===== config.mk =====
export PLATFORM = sky130hd
export DESIGN_NAME = dual_pixel_sampler
export DESIGN_NICKNAME = d
export VERILOG_FILES = /design/src/rtl/dps_pkg.sv /design/src/rtl/dps_ctrl.sv /design/src/rtl/dps_map.sv /design/src/rtl/dps_store.sv /design/src/rtl/dual_pixel_sampler.sv
export SDC_FILE = /design/constraint.sdc
export NUM_CORES = 2
export LEC_CHECK = 0
export BUFFER_PORTS_ARGS = -buffer_cell sky130_fd_sc_hd__buf_2
export CAP_MARGIN = 20
export CORE_MARGIN = 2
export CORE_UTILIZATION = 44
export CTS_BUF_LIST = sky130_fd_sc_hd__clkbuf_2 sky130_fd_sc_hd__clkbuf_4 sky130_fd_sc_hd__clkbuf_8
export DETAILED_ROUTE_END_ITERATION = 12
export SYNTH_ARGS = -nofsm -noshare
export SYNTH_HDL_FRONTEND = slang
export SYNTH_SLANG_ARGS = --single-unit

===== constraint.sdc =====
create_clock -name clk -period 8.3 [get_ports clk]
set_input_delay 1.66 -clock clk [delete_from_list [all_inputs] [get_ports clk]]
set_output_delay 1.66 -clock clk [all_outputs]
set_load 0.03 [all_outputs]

===== src/rtl/dps_pkg.sv =====
package dps_pkg;

    typedef enum logic [1:0] {
        ST_IDLE   = 2'd0,
        ST_SAMPLE = 2'd1,
        ST_DONE   = 2'd2
    } dps_state_e;

    localparam int DPS_NCOL = 3;

endpackage


===== src/rtl/dps_ctrl.sv =====
module dps_ctrl
    import dps_pkg::*;
#(
    parameter int PAIRS = 64,
    localparam int PW = $clog2(PAIRS)
) (
    input  logic          clk,
    input  logic          rst,
    input  logic          start,
    input  logic          dir,
    output logic          cap_en,
    output logic [PW-1:0] ptr,
    output logic          dir_q,
    output logic          casc
);

    localparam logic [PW-1:0] LAST = PW'(PAIRS - 1);

    dps_state_e state, nxt;

    // state register
    always_ff @(posedge clk) begin
        if (rst) state <= ST_IDLE;
        else     state <= nxt;
    end

    always_comb begin
        nxt = state;
        unique case (state)
            ST_IDLE:   if (start) nxt = ST_SAMPLE;
            ST_SAMPLE: if (ptr == LAST) nxt = ST_DONE;
            ST_DONE:   nxt = ST_IDLE;
            default:   nxt = ST_IDLE;
        endcase
    end

    // pair pointer and latched direction
    always_ff @(posedge clk) begin
        if (rst) begin
            ptr   <= '0;
            dir_q <= 1'b1;
        end else if (state == ST_IDLE && start) begin
            ptr   <= '0;
            dir_q <= dir;
        end else if (state == ST_SAMPLE) begin
            ptr <= (ptr == LAST) ? '0 : ptr + 1'b1;
        end
    end

    // outputs
    always_ff @(posedge clk) begin
        if (rst) casc <= 1'b0;
        else     casc <= (state == ST_DONE);
    end

    assign cap_en = (state == ST_SAMPLE);

    assert_ptr_bound_R2: assert property (@(posedge clk) disable iff (rst)
        32'(ptr) < PAIRS);

    assert_casc_single_R8: assert property (@(posedge clk) disable iff (rst)
        casc |=> !casc);

    assert_casc_after_last_R8: assert property (@(posedge clk) disable iff (rst)
        (cap_en && ptr == LAST) |=> ##1 casc);

    assert_start_ignored_R9: assert property (@(posedge clk) disable iff (rst)
        (cap_en && ptr != LAST) |=> (cap_en && 32'(ptr) == 32'($past(ptr)) + 1));

    assert_dir_held_R11: assert property (@(posedge clk) disable iff (rst)
        (cap_en && $past(cap_en)) |-> $stable(dir_q));

endmodule


===== src/rtl/dps_map.sv =====
module dps_map
    import dps_pkg::*;
#(
    parameter int COLS = 128,
    parameter int DW   = 8,
    localparam int IW    = $clog2(COLS),
    localparam int PW    = $clog2(COLS / 2),
    localparam int WW    = DPS_NCOL * DW + 1
) (
    input  logic [PW-1:0]                ptr,
    input  logic                         dir_q,
    input  logic [DPS_NCOL-1:0][DW-1:0]  a_pix,
    input  logic                         a_pol,
    input  logic [DPS_NCOL-1:0][DW-1:0]  b_pix,
    input  logic                         b_pol,
    output logic [IW-1:0]                a_idx,
    output logic [IW-1:0]                b_idx,
    output logic [WW-1:0]                a_word,
    output logic [WW-1:0]                b_word
);

    logic [IW-1:0] base;
    assign base  = IW'({ptr, 1'b0});
    assign a_idx = dir_q ? base : IW'(COLS - 2) - base;
    assign b_idx = a_idx + 1'b1;

    logic [DPS_NCOL-1:0][DW-1:0] a_slot, b_slot;

    for (genvar s = 0; s < DPS_NCOL; s++) begin : g_slot
        assign a_slot[s] = dir_q ? a_pix[s] : a_pix[DPS_NCOL-1-s];
        assign b_slot[s] = dir_q ? b_pix[s] : b_pix[DPS_NCOL-1-s];
    end

    assign a_word = {a_pol, a_slot};
    assign b_word = {b_pol, b_slot};

endmodule


===== src/rtl/dps_store.sv =====
module dps_store #(
    parameter int COLS = 128,
    parameter int WW   = 25,
    localparam int IW  = $clog2(COLS)
) (
    input  logic          clk,
    input  logic          rst,
    input  logic          we,
    input  logic [IW-1:0] a_idx,
    input  logic [WW-1:0] a_word,
    input  logic [IW-1:0] b_idx,
    input  logic [WW-1:0] b_word,
    input  logic [IW-1:0] rd_idx,
    output logic [WW-1:0] rd_word
);

    logic [WW-1:0] mem [COLS];

    always_ff @(posedge clk) begin
        if (we) begin
            mem[a_idx] <= a_word;
            mem[b_idx] <= b_word;
        end
    end

    assign rd_word = mem[rd_idx];

    assert_a_written_R2: assert property (@(posedge clk) disable iff (rst)
        we |=> mem[$past(a_idx)] == $past(a_word));

    assert_b_written_R2: assert property (@(posedge clk) disable iff (rst)
        we |=> mem[$past(b_idx)] == $past(b_word));

endmodule


===== src/rtl/dual_pixel_sampler.sv =====
module dual_pixel_sampler
    import dps_pkg::*;
#(
    parameter int COLS = 128,
    parameter int DW   = 8,
    localparam int IW    = $clog2(COLS),
    localparam int PAIRS = COLS / 2,
    localparam int PW    = $clog2(PAIRS),
    localparam int WW    = DPS_NCOL * DW + 1
) (
    input  logic          clk,
    input  logic          rst,
    input  logic          dir,
    input  logic          pin_l_in,
    output logic          pin_l_out,
    output logic          pin_l_oe,
    input  logic          pin_r_in,
    output logic          pin_r_out,
    output logic          pin_r_oe,
    input  logic [DW-1:0] xa,
    input  logic [DW-1:0] ya,
    input  logic [DW-1:0] za,
    input  logic          pol_a,
    input  logic [DW-1:0] xb,
    input  logic [DW-1:0] yb,
    input  logic [DW-1:0] zb,
    input  logic          pol_b,
    input  logic [IW-1:0] rd_pos,
    output logic [DW-1:0] rd_x,
    output logic [DW-1:0] rd_y,
    output logic [DW-1:0] rd_z,
    output logic          rd_inv
);

    logic          start, cap_en, dir_q, casc;
    logic [PW-1:0] ptr;
    logic [IW-1:0] a_idx, b_idx;
    logic [WW-1:0] a_word, b_word, rd_word;

    // pin roles follow the live direction input
    assign start     = dir ? pin_l_in : pin_r_in;
    assign pin_l_oe  = !dir;
    assign pin_r_oe  = dir;
    assign pin_l_out = !dir && casc;
    assign pin_r_out = dir && casc;

    dps_ctrl #(.PAIRS(PAIRS)) u_ctrl (
        .clk    (clk),
        .rst    (rst),
        .start  (start),
        .dir    (dir),
        .cap_en (cap_en),
        .ptr    (ptr),
        .dir_q  (dir_q),
        .casc   (casc)
    );

    dps_map #(.COLS(COLS), .DW(DW)) u_map (
        .ptr    (ptr),
        .dir_q  (dir_q),
        .a_pix  ({za, ya, xa}),
        .a_pol  (pol_a),
        .b_pix  ({zb, yb, xb}),
        .b_pol  (pol_b),
        .a_idx  (a_idx),
        .b_idx  (b_idx),
        .a_word (a_word),
        .b_word (b_word)
    );

    dps_store #(.COLS(COLS), .WW(WW)) u_store (
        .clk     (clk),
        .rst     (rst),
        .we      (cap_en),
        .a_idx   (a_idx),
        .a_word  (a_word),
        .b_idx   (b_idx),
        .b_word  (b_word),
        .rd_idx  (rd_pos),
        .rd_word (rd_word)
    );

    assign rd_x   = rd_word[DW-1:0];
    assign rd_y   = rd_word[2*DW-1:DW];
    assign rd_z   = rd_word[3*DW-1:2*DW];
    assign rd_inv = rd_word[WW-1];

    assert_pins_exclusive_R7: assert property (@(posedge clk) disable iff (rst)
        !(pin_l_out && pin_r_out));

    assert_a_pos_odd_R2: assert property (@(posedge clk) disable iff (rst)
        cap_en |-> (!a_idx[0] && b_idx[0]));

endmodule


==> impl_results.md <==
- Pre-Repair DR Iteration Count: 6
- CTS Hold Buffers Added: 0
- Peak Freq: 148 MHz
- Largest net degree at the start of global routing: 100
- # Post-CTS Setup Buffers: 0
- Die footprint: 282,000 sq um
- Setup TNS: 0 ns
- Max VDD drop: 149 uV
- Seq pwr share: 56.1%
- Critical R2R Launch: u_ctrl.dir_q$_SDFFE_PP1P_
- Largest cells by area after synthesis: edfxtp_1 79%, mux4_2 19%, mux2_2 0.52%, clkbuf_1 0.44%, buf_2 0.35%
- Clk slew on worst S/H paths: 0.07 ns
- Worst skew pair latency: 1.04 ns
- CP Class: in2out
- Min Tclk post-route: 6.74 ns
- Max-cap violations: 0
- WL final: 298 mm
- FP Rows: 193
- Post-synth top flop: edfxtp_1
- Avg Cell Area, Syn: 25.9 sq um
- Syn nets: 4,782
- Post-cts sizing count: 0
- Vias in the first global route: 58,400
- Initial DRC count: 5,620
- Hold WC Path Type: reg2reg
- Final setup viols: 0
- ANT nets after route: 0
- Crit. End Element: output port
- Post-DP HPWL: 149 mm
- Die W: 531 microns
- #FFs+latches synth: 3,210
- Int Power: 25.1 mW
- Total power: 32.2 mW
- Cell Area, Placed: 129,000 sq um
- Top-count cell post-synth: edfxtp_1
- Number of synthesized flops with an enable pin: 3,200
- Core ar.: 276,000 sq um
- Synth area leader: edfxtp_1
- Layout cells sized above 1: 38.7%
- Final net count: 5,311
- Finished Cell Area: 138,000 sq um
- WL per Instance: 31.9 microns
- Initial antenna violation count: 14
- PD cells: 233 nW/um^2
- Synth async-reset ratio: 0%
- Final Cycle Share: 81.2%
- Sequential share of the synthesized area: 78.7%
- GRT overflow: 0
- Clock sink total: 3,210
- Vias per cell: 5.86
- Commonest cells post-synth: 3,200 x edfxtp_1, 1,050 x mux4_2, 142 x clkbuf_1, 85 x buf_2, 73 x nor2_1
- First-pass GRT wire length: 425 mm
- Crit path required time: 6.64 ns
- Clock share of power: 38.2%
- Yosys warns: 0
- NetSw: 7.10 mW
- P&R area growth vs syn: 12.9%
- Hold Path Origin: u_ctrl.state[0]$_SDFFE_PP0P_
- Leakage: 42.4 nW
- Top Ports: 91
- Worst Setup SP: rd_pos[0]
- Hold WS: 0.592 ns
- DR vias: 54,700
- Yosys cell types: 30
- Port bufs: 90
- Total CTS buffers: 488
- CTS tree: yes
- Post-Synthesis Cells: 4,719
- Crit path DAT: 5.08 ns
- Initial core utilization: 44.3%
- Comb power frac: 5.7%
- Unrepaired setup endpoints after global routing: false
- Htree depth: 5
- Gr usage total: 20.9%
- Post-Synthesis Cell Area: 122,000 sq um
- Worst slew margin: 23.1%
- Max Buffers Root-to-Sink: 4
- Die Ht: 531 microns
- Setup Skew: 0.0591 ns
- Max Slew Vio Count: 0
- Yosys top cell area share: 78.5%
- Startpoint types: input pin
- Sw Ratio: 22.1%
- Outcome: finished clean
- Worst-path fanout max: 62
- Slew @ Worst Pin: 1.15 ns
- Drc violations: 0
- CTS root buffer: clkbuf_8
- GP Congestion: 0.744
- Endpoints failing hold: 0
power groups by stage:
stage	logic, mW	registers [mW]	clock network (mW)
2_1_floorplan	1.09	18.4	0
3_3_place_gp	1.87	18.4	0
3_5_place_dp	1.88	18.4	0
4_1_cts	1.89	18.1	12.6
5_1_grt	1.95	18.1	13.3
6_report	1.84	18.1	12.3
final cells by class:
| type | instances | area (sq um) |
|---|---|---|
| fillers | 21600 | 138000 |
| flip-flops and latches | 3210 | 96300 |
| multi-input cells | 1250 | 25600 |
| clock buffers | 630 | 7850 |
| well taps | 3705 | 4640 |
| repair buffers | 296 | 2590 |
| clock inverters | 240 | 1240 |
| diodes | 12 | 30.0 |
| inverters | 2 | 7.51 |
placed cells by master, fill, tap and decap left out, types with 2 or more instances in the layout:
cell,Yosys,routed
nor2b_1,4,4
and3_1,2,2
inv_6,0,3
inv_1,2,2
clkinv_2,0,57
nand3_1,3,3
dfxtp_1,10,9
nor2_4,0,64
buf_12,0,33
mux2_2,57,55
o21ai_4,0,4
clkbuf_4,0,132
mux4_2,1050,1050
buf_2,85,84
inv_8,0,2
mux2_4,0,2
nor3_1,2,2
buf_4,5,168
nand4_1,2,2
nor3b_1,7,7
edfxtp_1,3200,3200
a22oi_1,16,16
clkinv_1,0,162
buf_16,0,7
clkbuf_8,0,498
a21oi_1,4,4
and2_1,2,2
clkinvlp_4,0,7
nand2_1,9,9
diode_2,0,12
xor2_1,3,3
buf_8,0,3
nor2_1,73,9
and3b_1,3,3
bufinv_16,0,8
or3_1,3,3
per-layer routing:
layer	part of all wire [%]	vias to the layer above	wire length (microns)	global-route usage, %
met4	2.3	0	6990	5.79
met3	5.8	421	17100	2.90
met1	40	30500	118000	27.9
met2	52	1882	155000	36.2
met5	0	-	0	0
li1	-	22000	-	-
state kept, by name, indices dropped and copies added, names as in the netlist:
signal	flops
u_ctrl.casc	1
u_store.mem	3200
u_ctrl.ptr	6
u_ctrl.state	2
u_ctrl.dir_q	1
stage by stage:
stage,utilization [%],instances,setup WS [ns]
global placement,46.6,8453,1.51
global route,50.0,9341,1.42
floorplan,-,4719,2.55
CTS,49.9,9324,1.51
detailed placement,46.6,8454,1.50
finish,50.0,9345,1.56
logic make-up after synthesis:
kind of cell | after synthesis | share of synthesized area (%)
DFF | 3210 | 78.7
and+or+nand+nor | 111 | 0.408
buffers and inverters | 259 | 0.896
xor gates and xnor gates | 3 | 0.0215
AOI/OAI and AO/OA | 27 | 0.148
adders and majority gates | 1 | 0.0102
muxes | 1108 | 19.9
path summary, 6_finish.rpt:
path / cells after the start / slack (ns) / to
worst min-delay path: 1 / 0.59 / u_ctrl.casc$_SDFF_PP0_
worst max register to register: 4 / 4.26 / u_store.mem[42][10]$_DFFE_PP_
worst min register to register: 1 / 0.59 / u_ctrl.casc$_SDFF_PP0_
worst max-delay path: 7 / 1.56 / rd_y[2]
critical path: stages:
cell and delay, ns:
buf_12 0.50, buf_4 0.57, mux4_2 0.59, mux4_2 0.48, mux4_2 0.59, mux2_2 0.37, buf_2 0.20
(Power assumes the default switching activity.)
